File: config.mk
export PLATFORM = sky130hd
export DESIGN_NAME = dbg_entry_ctrl
export DESIGN_NICKNAME = d
export VERILOG_FILES = /design/src/rtl/dbg_entry_pkg.sv /design/src/rtl/dbg_req_collect.sv /design/src/rtl/dbg_nmi_sync.sv /design/src/rtl/dbg_entry_fsm.sv /design/src/rtl/dbg_entry_ctrl.sv
export SDC_FILE = /design/constraint.sdc
export NUM_CORES = 1
export LEC_CHECK = 0
export BUFFER_PORTS_ARGS = -buffer_cell sky130_fd_sc_hd__buf_2
export CORE_MARGIN = 2
export CORE_UTILIZATION = 30
export CTS_CLUSTER_DIAMETER = 80
export DETAILED_ROUTE_END_ITERATION = 10
export GPL_TIMING_DRIVEN = 1
export MAX_ROUTING_LAYER = met4
export PLACE_DENSITY = 0.58
export SETUP_SLACK_MARGIN = 0.1
export SLEW_MARGIN = 40
export SYNTH_ARGS = -nofsm -noshare
export SYNTH_HDL_FRONTEND = slang
export SYNTH_SLANG_ARGS = --single-unit
File: constraint.sdc
create_clock -name clk -period 1.5 [get_ports clk]
set_input_delay 0.3 -clock clk [delete_from_list [all_inputs] [get_ports clk]]
set_output_delay 0.3 -clock clk [all_outputs]
set_load 0.01 [all_outputs]
File: src/rtl/dbg_entry_pkg.sv
package dbg_entry_pkg;
   typedef enum logic [1:0] {
      ST_RUN   = 2'd0,
      ST_ENTER = 2'd1,
      ST_MON   = 2'd2,
      ST_EXIT  = 2'd3
   } dbg_state_e;
endpackage

File: src/rtl/dbg_req_collect.sv
module dbg_req_collect #(
   parameter int N_SRC = 3
) (
   input  logic             clk,
   input  logic             rst_n,
   input  logic             collect,
   input  logic             take,
   input  logic [N_SRC-1:0] req_i,
   output logic [N_SRC-1:0] merged_o,
   output logic             any_o
);
   logic [N_SRC-1:0] pend_q;

   always_ff @(posedge clk or negedge rst_n) begin
      if (!rst_n)                pend_q <= '0;
      else if (take || !collect) pend_q <= '0;
      else                       pend_q <= pend_q | req_i;
   end

   assign merged_o = collect ? (pend_q | req_i) : '0;
   assign any_o    = |merged_o;
endmodule

File: src/rtl/dbg_nmi_sync.sv
module dbg_nmi_sync #(
   parameter int STAGES = 2
) (
   input  logic clk,
   input  logic rst_n,
   input  logic d_i,
   output logic q_o
);
   if (STAGES < 0 || STAGES > 4) begin : g_bad
      $error("dbg_nmi_sync: STAGES must be 0..4");
   end

   if (STAGES == 0) begin : g_direct
      assign q_o = d_i;
   end else begin : g_chain
      logic [STAGES-1:0] sh_q;
      always_ff @(posedge clk or negedge rst_n) begin
         if (!rst_n) sh_q <= '0;
         else        sh_q <= {sh_q[STAGES-2+1-1:0], d_i} >> 0;
      end
      assign q_o = sh_q[STAGES-1];
   end
endmodule

File: src/rtl/dbg_entry_fsm.sv
module dbg_entry_fsm
   import dbg_entry_pkg::*;
#(
   parameter int NMI_CYCLES = 4
) (
   input  logic       clk,
   input  logic       rst_n,
   input  logic       req_any,
   input  logic       bus_idle,
   input  logic       mon_exit,
   output dbg_state_e state_o,
   output logic       take_o
);
   localparam int CNT_W = (NMI_CYCLES < 2) ? 1 : $clog2(NMI_CYCLES);
   localparam logic [CNT_W-1:0] CNT_LOAD = CNT_W'(NMI_CYCLES - 1);

   dbg_state_e       st_q, st_d;
   logic [CNT_W-1:0] cnt_q, cnt_d;

   assign take_o = (st_q == ST_RUN) && req_any && bus_idle;

   always_comb begin
      st_d  = st_q;
      cnt_d = cnt_q;
      unique case (st_q)
         ST_RUN: if (take_o) begin
            st_d  = ST_ENTER;
            cnt_d = CNT_LOAD;
         end
         ST_ENTER: begin
            if (cnt_q == '0) st_d = ST_MON;
            else             cnt_d = cnt_q - 1'b1;
         end
         ST_MON:  if (mon_exit) st_d = ST_EXIT;
         ST_EXIT: if (bus_idle) st_d = ST_RUN;
         default: st_d = ST_RUN;
      endcase
   end

   always_ff @(posedge clk or negedge rst_n) begin
      if (!rst_n) begin
         st_q  <= ST_RUN;
         cnt_q <= '0;
      end else begin
         st_q  <= st_d;
         cnt_q <= cnt_d;
      end
   end

   assign state_o = st_q;
endmodule

File: src/rtl/dbg_entry_ctrl.sv
module dbg_entry_ctrl
   import dbg_entry_pkg::*;
#(
   parameter int N_SRC       = 3,
   parameter int NMI_CYCLES  = 4,
   parameter int SYNC_STAGES = 2
) (
   input  logic             clk,
   input  logic             rst_n,
   input  logic [N_SRC-1:0] entry_req,
   input  logic             tgt_nmi,
   input  logic             bus_idle,
   input  logic             mon_exit,
   output logic             cpu_nmi,
   output logic             tgt_buf_en,
   output logic             shadow_en,
   output logic [N_SRC-1:0] entry_cause
);
   if (N_SRC < 1)      begin : g_bad_src $error("dbg_entry_ctrl: N_SRC must be >= 1"); end
   if (NMI_CYCLES < 1) begin : g_bad_nmi $error("dbg_entry_ctrl: NMI_CYCLES must be >= 1"); end

   dbg_state_e       state;
   logic             take, req_any, nmi_s, in_run;
   logic [N_SRC-1:0] merged;
   logic [N_SRC-1:0] cause_q;

   assign in_run = (state == ST_RUN);

   dbg_req_collect #(.N_SRC(N_SRC)) u_collect (
      .clk(clk), .rst_n(rst_n), .collect(in_run), .take(take),
      .req_i(entry_req), .merged_o(merged), .any_o(req_any)
   );

   dbg_nmi_sync #(.STAGES(SYNC_STAGES)) u_sync (
      .clk(clk), .rst_n(rst_n), .d_i(tgt_nmi), .q_o(nmi_s)
   );

   dbg_entry_fsm #(.NMI_CYCLES(NMI_CYCLES)) u_fsm (
      .clk(clk), .rst_n(rst_n), .req_any(req_any), .bus_idle(bus_idle),
      .mon_exit(mon_exit), .state_o(state), .take_o(take)
   );

   always_ff @(posedge clk or negedge rst_n) begin
      if (!rst_n)    cause_q <= '0;
      else if (take) cause_q <= merged;
   end

   assign tgt_buf_en  = in_run;
   assign shadow_en   = !in_run;
   assign cpu_nmi     = (state == ST_ENTER) || (in_run && nmi_s);
   assign entry_cause = cause_q;
endmodule

Yosys cells after proc, flatten, opt, wreduce, memory -nomap -nowiden
Cells that the tools add are included.

Register bits after elaboration: 12.

Add/sub/neg operators: 1. Eq/ne operators: 8. Multiplexer cells: 10. Bitwise gates (word level): 1. Reduce and logical (&&, ||, !) cells: 12.

Operator list (number): 2-to-1 mux 2 bit (6); one-hot mux 2 bit (4 select lines) (1); 2-to-1 mux 3 bit (2); inequality test 2 bit (second input constant) (3); equality test 2 bit (second input constant) (2); zero test 2 bit (2); inequality test 2 x 1 -> 1 bit (second input constant) (2); one-hot mux 2 bit (2 select lines) (1); AND reduction 4 bit (1); logical AND 1 bit (3); bitwise OR 3 bit (1); AND reduction 3 bit (1); OR reduction 3 bit (1); equality test 2 x 1 -> 1 bit (second input constant) (1); logical OR 1 bit (2); nonzero test 2 bit (1); subtractor 2 x 1 -> 2 bit (second input constant) (1); zero test 1 bit (1).

Longest topological paths before layout
Gate-level depths: netlist of the first run.

Depth after elaboration: 7. Depth in mapped cells: 6. Mapped depth without buffers: 6.

Hierarchy
Synthesis of the first run repeated with hierarchy kept, for this count alone.

Cells, all modules: 58. Area, all modules: 654.4 sq um.

Modules (own cells, without submodules): dbg_entry_fsm (instances 1, cells an instance 34, area each 354.1 sq um, seq. area each 100.1 sq um); dbg_entry_ctrl (instances 1, cells an instance 9, area each 128.9 sq um, seq. area each 75.1 sq um); dbg_req_collect (instances 1, cells an instance 13, area each 121.4 sq um, seq. area each 75.1 sq um); dbg_nmi_sync (instances 1, cells an instance 2, area each 50.0 sq um, seq. area each 50.0 sq um).

Least setup slack after synthesis of the first run
No wires, ideal clock.

Kind: flip-flop to flip-flop. From: register u_fsm.st_q[0], in the netlist u_fsm.state_o[0]. To: register u_fsm.st_q[1], in the netlist u_fsm.state_o[1]. Setup time: 125 ps. Data arrival time: 1540 ps. Required time: 1375 ps. Path slack: -165 ps. Cell stages (with the launch flop): 7. Path buffers: 0. Path through: dfrtp_1 inv_1 ha_1 nand2_1 o221ai_2 nand2_2 mux2_4.

Cells in the longest elaborated chain, start to end: 7.

RTL lines: from (decl) (RTL line dbg_entry_fsm.sv:17) `dbg_state_e st_q, st_d;`; from (signal assigned) (RTL line dbg_entry_fsm.sv:45) `st_q <= st_d;`; zero test 2 bit * (RTL line dbg_entry_ctrl.sv:27) `assign in_run = (state == ST_RUN);`; named net tgt_buf_en (RTL line dbg_entry_ctrl.sv:15) `output logic tgt_buf_en,`; 2-to-1 mux 3 bit (RTL line dbg_req_collect.sv:20) `assign merged_o = collect ? (pend_q | req_i) : '0;`; OR reduction 3 bit (RTL line dbg_req_collect.sv:21) `assign any_o = |merged_o;`; logical AND 1 bit (2 in a row) (RTL line dbg_entry_fsm.sv:20) `assign take_o = (st_q == ST_RUN) && req_any && bus_idle;`; inequality test 2 x 1 -> 1 bit (no line); AND reduction 4 bit (no line).

Mark *: on every way through the listed nets, which the timed path passes. The rest lies on a longest branch. A chain may end at the register's enable or synchronous reset.

Final worst setup path of the first run
From: register u_fsm.st_q[1], in the netlist u_fsm.state_o[1]. To: output cpu_nmi.

Cells in the longest elaborated chain, start to end: 3.

RTL lines: zero test 2 bit (RTL line dbg_entry_ctrl.sv:27); logical AND 1 bit (RTL line dbg_entry_ctrl.sv:50) `assign cpu_nmi = (state == ST_ENTER) || (in_run && nmi_s);`; logical OR 1 bit * (RTL line dbg_entry_ctrl.sv:50); to (decl) (RTL line dbg_entry_ctrl.sv:14) `output logic cpu_nmi,`.

Mark *: on every way between the ends. The rest lies on a longest branch, timed or not.

==> results_dict.tcl, run 1 <==
set metrics [dict create \
    track_usage 0.144 \
    slowest_stage "dfrtp_1" \
    port-buffer-count 13 \
    htree_levels 1 \
    grt.met3_usage 0.0337 \
    holdWs_ps 128 \
    cts_root_buffer "clkbuf_4" \
    dp_hpwl_mm 1.00 \
    hp-start "tgt_nmi" \
    syn-instance-count 59 \
    wl_per_cell_um 12.7 \
    synth.top_cells.by_area "dfrtp_1 49%, ha_1 12%, nor2_1 6.1%, inv_1 4.3%, nand2_1 3.1%" \
    yosysTopAreaCellShare 0.490 \
    clock_sinks 12 \
    cp-end-kind "primary output" \
    io_pins 14 \
    async_flop_share 1.00 \
    slew_violations 0 \
    status "finished with violations" \
    relSlewSlack 0.795 \
    maxCapViolCount 0 \
    n_antenna_cell 0 \
    use_met1 0.174 \
    p_comb_frac 0.644 \
    tightestPinTransition_ps 303 \
    nets 106 \
    initial_core_util 0.316 \
    setup_violations 4 \
    drive_above_1_share 0.589 \
    use_met2 0.230 \
    fmax_ghz 0.624 \
    synth_seq_area_share 0.490 \
    cp_max_fo 3 \
    drc 0 \
    holdPathEnd "u_sync.g_chain.sh_q[0]$_DFF_PN0_" \
    dieWidth_um 49.2 \
    synth_edf_count 0 \
    synth_cell_types 19 \
    grt_pass1_wl_mm 2.51 \
    grt_pass1_vias 558 \
    p_per_area_mw_per_mm2 2090 \
    antenna_found_initial 0 \
    clkTransAtPathRegs_ps 80 \
    switchingPower_mw 0.805 \
    cpPeakStageDelay_ps 390 \
    synth.largest_area_cell "dfrtp_1" \
    area_growth_syn_to_layout_pct 62.0 \
    core_mm2 0.00194 \
    hold_depth 1 \
    clock_latency_ps 270 \
    hp-class "in2reg" \
    reg2reg_slack_ps -30 \
    startpoint_type "flip-flop" \
    rsz0062_at_grt "yes" \
    crit_type "reg2out" \
    clockBufferDepth 2 \
    cts_inserted_buffers 3 \
    fin_crit_sh 1.07 \
    power.total_mw 2.07 \
    reg2reg_to "u_fsm.state_o[0]$_DFFE_PN0P_" \
    power_frac_seq 0.258 \
    grt.busiest_layer "met2" \
    place_ws_ps -92.3 \
    syn-cell-area_um2 613 \
    cp.arrival_ps 1300 \
    min_period_ps 1600 \
    totalWireLength_mm 1.49 \
    violations "negative setup slack" \
    synth.avg_cell_area_um2 10.4 \
    postRouteAntennaNets 0 \
    yosys_warnings 0 \
    r2r_cells 6 \
    gp_congestion 0.788 \
    hold_viol_final 0 \
    num_rows 16 \
    dieArea_mm2 0.00242 \
    synth_common_cells "12 x dfrtp_1, 10 x nor2_1, 7 x inv_1" \
    ys_seq_elements 12 \
    cts_tree "yes" \
    drt_iter0_markers 5 \
    gr-total-overflow 0 \
    dr.pass1.iters 4 \
    die_h_um 49.2 \
    vdd_drop_max_mv 0.931 \
    p_leak_nw 0.474 \
    synth_most_common_cell "dfrtp_1" \
    p_sw_frac 0.388 \
    clock-skew-final_ps 0.827 \
    ys.flop_type "dfrtp_1" \
    syn_nets 73 \
    reg2reg_from "u_fsm.state_o[1]$_DFFE_PN0P_" \
    required_ps 1200 \
    crit_chain "inv_2, ha_4, buf_6, a21o_1, buf_2" \
    via_per_inst 4.52 \
    setup_slack_ps -103 \
    grt_max_degree 13 \
    power_frac_clock 0.098 \
    p_int_mw 1.27 \
    num_vias 529 \
]
[metrics by stage]
stage	utilization	std cells	TNS (ps)	cell area, µm²
2_1_floorplan	-	59	0	646
3_3_place_gp	0.410	106	-12.6	797
3_5_place_dp	0.410	106	-156	797
4_1_cts	0.494	116	-175	958
5_1_grt	0.512	117	-482	993
6_report	0.512	117	-183	993
[logic make-up after synthesis]
group / Yosys count / share of synthesized area
AO/OA/AOI/OAI: 13 / 0.161
adder cells (fa/ha/maj): 6 / 0.122
buffers and inverters: 7 / 0.0429
flip-flops: 12 / 0.490
multiplexers: 2 / 0.0408
AND/OR/NAND/NOR: 19 / 0.143
[how the worst max path moves through the flow]
stage                                 start                            to
6_report       u_fsm.state_o[1]$_DFFE_PN0P_                       cpu_nmi
3_5_place_dp                   entry_req[0]    u_fsm.cnt_q[1]$_DFFE_PN0P_
5_1_grt        u_fsm.state_o[1]$_DFFE_PN0P_                       cpu_nmi
3_3_place_gp   u_fsm.state_o[1]$_DFFE_PN0P_  u_fsm.state_o[1]$_DFFE_PN0P_
2_1_floorplan  u_fsm.state_o[0]$_DFFE_PN0P_  u_fsm.state_o[1]$_DFFE_PN0P_
4_1_cts        u_fsm.state_o[1]$_DFFE_PN0P_                       cpu_nmi
[power groups by stage]
| stage | sequential, mW | combinational [mW] | clock (mW) |
|---|---|---|---|
| 4_1_cts | 0.528 | 1.21 | 0.209 |
| 2_1_floorplan | 0.529 | 0.561 | 0 |
| 3_5_place_dp | 0.529 | 0.891 | 0 |
| 5_1_grt | 0.551 | 1.45 | 0.231 |
| 3_3_place_gp | 0.523 | 0.878 | 0 |
| 6_report | 0.536 | 1.33 | 0.203 |
[state kept, by name, indices dropped and copies added, names as in the netlist]
signal and count:
u_fsm.state_o 2, u_sync.g_chain.sh_q 2, u_collect.pend_q 3, u_fsm.cnt_q 2
entry_cause 3
[critical path, delay by kind of cell (launching register included)]
kind	cells	cell delay [ps]
buf+inv	3	330
flops	1	390
compound gates	1	150
fa+ha+maj	1	170
[metal layers]
metal / share of wire / vias to the layer above
li1: - / 264
met1: 0.43 / 250
met2: 0.51 / 13
met3: 0.052 / 2
met4: 0.0054 / 0
met5: 0 / -
[placed cells by master (no fill, tap or decap), types with 2 or more instances in the layout]
| master | synthesis | final |
|---|---|---|
| dfrtp_1 | 12 | 11 |
| buf_2 | 0 | 11 |
| buf_4 | 0 | 9 |
| nor2_1 | 10 | 7 |
| buf_6 | 0 | 7 |
| inv_1 | 7 | 4 |
| o21ai_0 | 3 | 3 |
| nand2_1 | 5 | 3 |
| ha_4 | 0 | 3 |
| clkbuf_4 | 0 | 3 |
| inv_2 | 0 | 2 |
| nor2_2 | 0 | 2 |
| a21o_1 | 2 | 2 |
| nand2_2 | 1 | 2 |
| a21oi_2 | 0 | 2 |
| ha_1 | 6 | 2 |
[final cells by class]
type,instances,area [µm²]
Sequential cell,12,302
Tap cell,27,33.8
Inverter,7,28.8
Multi-Input combinational cell,40,395
Clock buffer,3,22.5
Fill cell,182,948
Timing Repair Buffer,28,211
[repair_timing]
action,CTS,global route
resized for setup,18,9
buffers inserted,6,1
setup endpoints to repair,12,13
hold buffers,1,0
pin swaps,6,4
hold endpoints to repair,12,0
Power figures use the tool's default switching activity.
==> inputs of run 2 (changes only) <==
MAX_ROUTING_LAYER = not set   (was met4)
==> run 2 against run 1 <==
The run still ends with negative setup slack left. Combinational power barely moved. First-iteration DRC count increased by 20%. Via count fell by 1.1%. Worst hold slack improved by 2.6 ps. Sequential power about the same. Global-route usage down 0.39 points. Final cell count unchanged. Power about the same. Critical path depth unchanged. Setup slack worse by 3.4 ps. Critical path type unchanged. Largest cell class unchanged. Highest routed layer is now met3.
==> results_dict.tcl, run 2 (synthesis gave the netlist of run 1 again) <==
set metrics [dict create \
    clock_sinks 12 \
    mostFrequentLayoutCells "11 x dfrtp_1, 11 x buf_2, 9 x buf_4, 7 x nor2_1, 7 x buf_6" \
    cts_inserted_buffers 3 \
    holdWs_ps 131 \
    grt_max_degree 13 \
    antenna_found_initial 0 \
    min_period_ps 1610 \
    track_usage 0.140 \
    reg2reg_slack_ps -30 \
    hold_viol_final 0 \
    nets 106 \
    rsz0062_at_grt "yes" \
    grt_pass1_wl_mm 2.51 \
    totalWireLength_mm 1.52 \
    n_antenna_cell 0 \
    drc 0 \
    p_per_area_mw_per_mm2 2090 \
    clockBufferDepth 2 \
    initial_core_util 0.316 \
    violations "negative setup slack" \
    hp-class "in2reg" \
    postRouteAntennaNets 0 \
    fmax_ghz 0.622 \
    drt_iter0_markers 6 \
    setup_slack_ps -107 \
    gr-total-overflow 0 \
    place_ws_ps -92.3 \
    via_per_inst 4.47 \
    port-buffer-count 13 \
    relSlewSlack 0.796 \
    maxCapViolCount 0 \
    cp-end-kind "primary output" \
    dp_hpwl_mm 1.00 \
    cp_max_fo 3 \
    dieArea_mm2 0.00242 \
    core_mm2 0.00194 \
    io_pins 14 \
    fillers 182 \
    crit_type "reg2out" \
    p_leak_nw 0.474 \
    drive_above_1_share 0.589 \
    gp_congestion 0.777 \
    die_h_um 49.2 \
    slew_violations 0 \
    htree_levels 1 \
    clock_latency_ps 270 \
    status "finished with violations" \
    tightestPinTransition_ps 302 \
    cts_root_buffer "clkbuf_4" \
    clock-skew-final_ps 1.73 \
    num_rows 16 \
    wl_per_cell_um 13.0 \
    crit_path_start "u_fsm.state_o[1]$_DFFE_PN0P_" \
    cts_tree "yes" \
    fin_crit_sh 1.07 \
    dr.pass1.iters 2 \
    grt_pass1_vias 559 \
    clkTransAtPathRegs_ps 80 \
    num_vias 523 \
    startpoint_type "flip-flop" \
    area_growth_syn_to_layout_pct 62.0 \
    dieWidth_um 49.2 \
    hp-start "tgt_nmi" \
    required_ps 1200 \
    reg2reg_from "u_fsm.state_o[1]$_DFFE_PN0P_" \
    setup_violations 4 \
    cp.arrival_ps 1310 \
    vdd_drop_max_mv 0.930 \
]
-- run 2: cell counts in the layout (fill, tap and decap cells not counted) --
No cell type changed its count.
-- run 2: critical path: stages, from the launching register on --
cell	delay, ps
dfrtp_1	390
inv_2	100
ha_4	170
buf_6	110
a21o_1	150
buf_2	130
-- run 2: area by class of cell --
class / instances / area (µm²) / area share
clock buffer: 3 / 22.5 / 0.0227
inverter: 7 / 28.8 / 0.0290
sequential: 12 / 302 / 0.304
timing repair buffer: 28 / 211 / 0.213
tap: 27 / 33.8 / 0.0340
multi-input combinational: 40 / 395 / 0.398
-- run 2: metal layers --
layer,GRT usage,vias to the layer above,part of all wire
met5,0,-,0
met4,0.0571,0,0
met3,0.0337,0,0.051
met2,0.230,13,0.51
met1,0.174,247,0.43
li1,-,263,-
-- run 2: power breakdown --
part | leakage (nW) | switching [mW] | internal, mW
registers | 0.145 | 0.0993 | 0.438
logic | 0.315 | 0.597 | 0.737
clock network | 0.0138 | 0.108 | 0.0929
-- run 2: worst paths after layout --
path | to | cells past startpoint
max | cpu_nmi | 5
min | u_sync.g_chain.sh_q[0]$_DFF_PN0_ | 1
max reg2reg | u_fsm.state_o[0]$_DFFE_PN0P_ | 6
min reg2reg | u_sync.g_chain.sh_q[1]$_DFF_PN0_ | 0
max in group asynchronous | u_fsm.state_o[0]$_DFFE_PN0P_ | 2
min in group asynchronous | entry_cause[2]$_DFFE_PN0P_ | 2
-- run 2: what timing repair did --
item,in CTS,in global routing
endpoints found under the setup margin,12,13
hold buffers,1,0
resized for setup,18,9
endpoints found under the hold margin,12,0
pin swaps,6,4
buffers inserted,6,1
-- run 2: metrics by stage --
step,instance area (µm²),setup TNS [ps],util,instances,power (mW)
4_1_cts,958,-175,0.494,116,1.95
3_3_place_gp,797,-12.6,0.410,106,1.40
5_1_grt,993,-482,0.512,117,2.23
3_5_place_dp,797,-156,0.410,106,1.42
2_1_floorplan,646,0,-,59,1.09
6_report,993,-176,0.512,117,2.07
==> inputs of run 3 (changes only) <==
SETUP_SLACK_MARGIN = not set   (was 0.1)
==> run 3 against run 2 <==
Clock skew rose by 5.5 ps. Critical path type unchanged. Largest power group unchanged. Sequential share of layout area rose by 0.46 points. Largest cell class unchanged. The run still ends with negative setup slack left. Setup slack got worse by 6.8 ps.
==> results_dict.tcl, run 3 (synthesis gave the netlist of run 1 again) <==
set metrics [dict create \
    nets 105 \
    wl_met1_um 594 \
    multi_input_area_um2 368 \
    clockBufferDepth 2 \
    io_pins 14 \
    cp.arrival_ps 1310 \
    cp-end-kind "primary output" \
    p_comb_frac 0.615 \
    grt_max_degree 13 \
    crit_type "reg2out" \
    num_vias 534 \
    grt_pass1_wl_mm 2.66 \
    tightestPinTransition_ps 352 \
    switchingPower_mw 0.763 \
    dp_hpwl_mm 1.01 \
    wl_per_cell_um 12.6 \
    num_rows 16 \
    grt_pass1_vias 598 \
    antenna_found_initial 0 \
    drt_iter0_markers 3 \
    cp_max_fo 4 \
    worst-path-buf-inv 3 \
    power_frac_clock 0.130 \
    area_growth_syn_to_layout_pct 59.0 \
    mostFrequentLayoutCells "12 x dfrtp_1, 12 x buf_2, 10 x nor2_1, 7 x buf_4, 6 x buf_6" \
    fin_area_um2 975 \
    cts_tree "yes" \
    p_int_mw 1.29 \
    cts_inserted_buffers 3 \
    p_sw_frac 0.371 \
    core_mm2 0.00194 \
    htree_levels 1 \
    initial_core_util 0.316 \
    min_period_ps 1610 \
    hold_viol_final 0 \
    gr-total-overflow 0 \
    clock_latency_ps 280 \
    required_ps 1200 \
    startpoint_type "flip-flop" \
    crit_family "flip-flops" \
    via_per_inst 4.56 \
    fmax_ghz 0.620 \
    drive_above_1_share 0.522 \
    postRouteAntennaNets 0 \
    hp-class "in2reg" \
    dieArea_mm2 0.00242 \
    maxCapViolCount 0 \
    cpPeakStageDelay_ps 390 \
    wl_met2_um 767 \
    die_h_um 49.2 \
    setup_violations 7 \
    drc 0 \
    register_area_um2 300 \
    final_util 0.502 \
    dpl_cell_area_um2 802 \
    violations "negative setup slack" \
    crit_chain "inv_2, buf_12, ha_4, a21o_1, buf_2" \
    totalWireLength_mm 1.47 \
    power_frac_seq 0.255 \
    track_usage 0.146 \
    slew_violations 0 \
    gp_congestion 0.759 \
    p_per_area_mw_per_mm2 2110 \
    holdWs_ps 126 \
    setup_slack_ps -113 \
    met3_length_um 98 \
    cts_root_buffer "clkbuf_4" \
    clkTransAtPathRegs_ps 80 \
    rsz0062_at_grt "yes" \
    place_ws_ps -35.2 \
    finalSetupTns_ps -405 \
    n_antenna_cell 0 \
    vdd_drop_max_mv 1.30 \
    clock-skew-final_ps 7.22 \
    p_leak_nw 0.476 \
    clock_sinks 12 \
    status "finished with violations" \
    relSlewSlack 0.763 \
    dieWidth_um 49.2 \
    top_layer_used "met4" \
    dr.pass1.iters 3 \
    slowest_stage "dfrtp_1" \
    port-buffer-count 13 \
    fin_crit_sh 1.08 \
    fillers 193 \
]
## run 3: cell types whose count changed in the layout (fill, tap and decap cells not counted), sizes merged
cell,before,now
clkbuf,3,4
buf,27,26
## run 3: final timing paths
path,from,endpoint,slack [ps],cells after the start
setup / recovery,u_fsm.state_o[1]$_DFFE_PN0P_,cpu_nmi,-110,5
hold / removal,tgt_nmi,u_sync.g_chain.sh_q[0]$_DFF_PN0_,130,1
setup reg to reg,u_fsm.state_o[0]$_DFFE_PN0P_,u_fsm.state_o[1]$_DFFE_PN0P_,-90,5
hold reg to reg,u_sync.g_chain.sh_q[0]$_DFF_PN0_,u_sync.g_chain.sh_q[1]$_DFF_PN0_,370,0
max in group asynchronous,rst_n,u_sync.g_chain.sh_q[1]$_DFF_PN0_,850,2
min in group asynchronous,rst_n,entry_cause[2]$_DFFE_PN0P_,420,2
## run 3: power by group through the flow
stage	logic [mW]	registers [mW]	clock network (mW)
after floorplan	0.559	0.529	0
after global placement	0.900	0.518	0
after detailed placement	0.917	0.523	0
after CTS	1.09	0.521	0.274
after global routing	1.38	0.541	0.294
final	1.26	0.525	0.268
## run 3: stage by stage
| step | std cells | total power, mW |
|---|---|---|
| after floorplan | 59 | 1.09 |
| final | 117 | 2.06 |
| after global placement | 107 | 1.42 |
| after detailed placement | 107 | 1.44 |
| after CTS | 116 | 1.88 |
| after global routing | 117 | 2.21 |
## run 3: final cells by class
class	instances	share of cell area
clock buffer	4	0.0372
inverter	7	0.0270
multi-input combinational	40	0.377
sequential	12	0.308
tap	27	0.0347
timing repair buffer	27	0.216
## run 3: timing repair
| action | in CTS | in global routing |
|---|---|---|
| resized for setup | 8 | 9 |
| setup buffers | 5 | 1 |
| endpoints found under the setup margin | 6 | 10 |
| endpoints found under the hold margin | 12 | 0 |
| pin swaps | 7 | 3 |
| hold buffers | 1 | 0 |
## run 3: per-layer routing
layer / vias up / global-route usage
met5: - / 0
met4: 0 / 0.0333
met3: 2 / 0.0613
met2: 14 / 0.270
met1: 257 / 0.149
li1: 261 / -
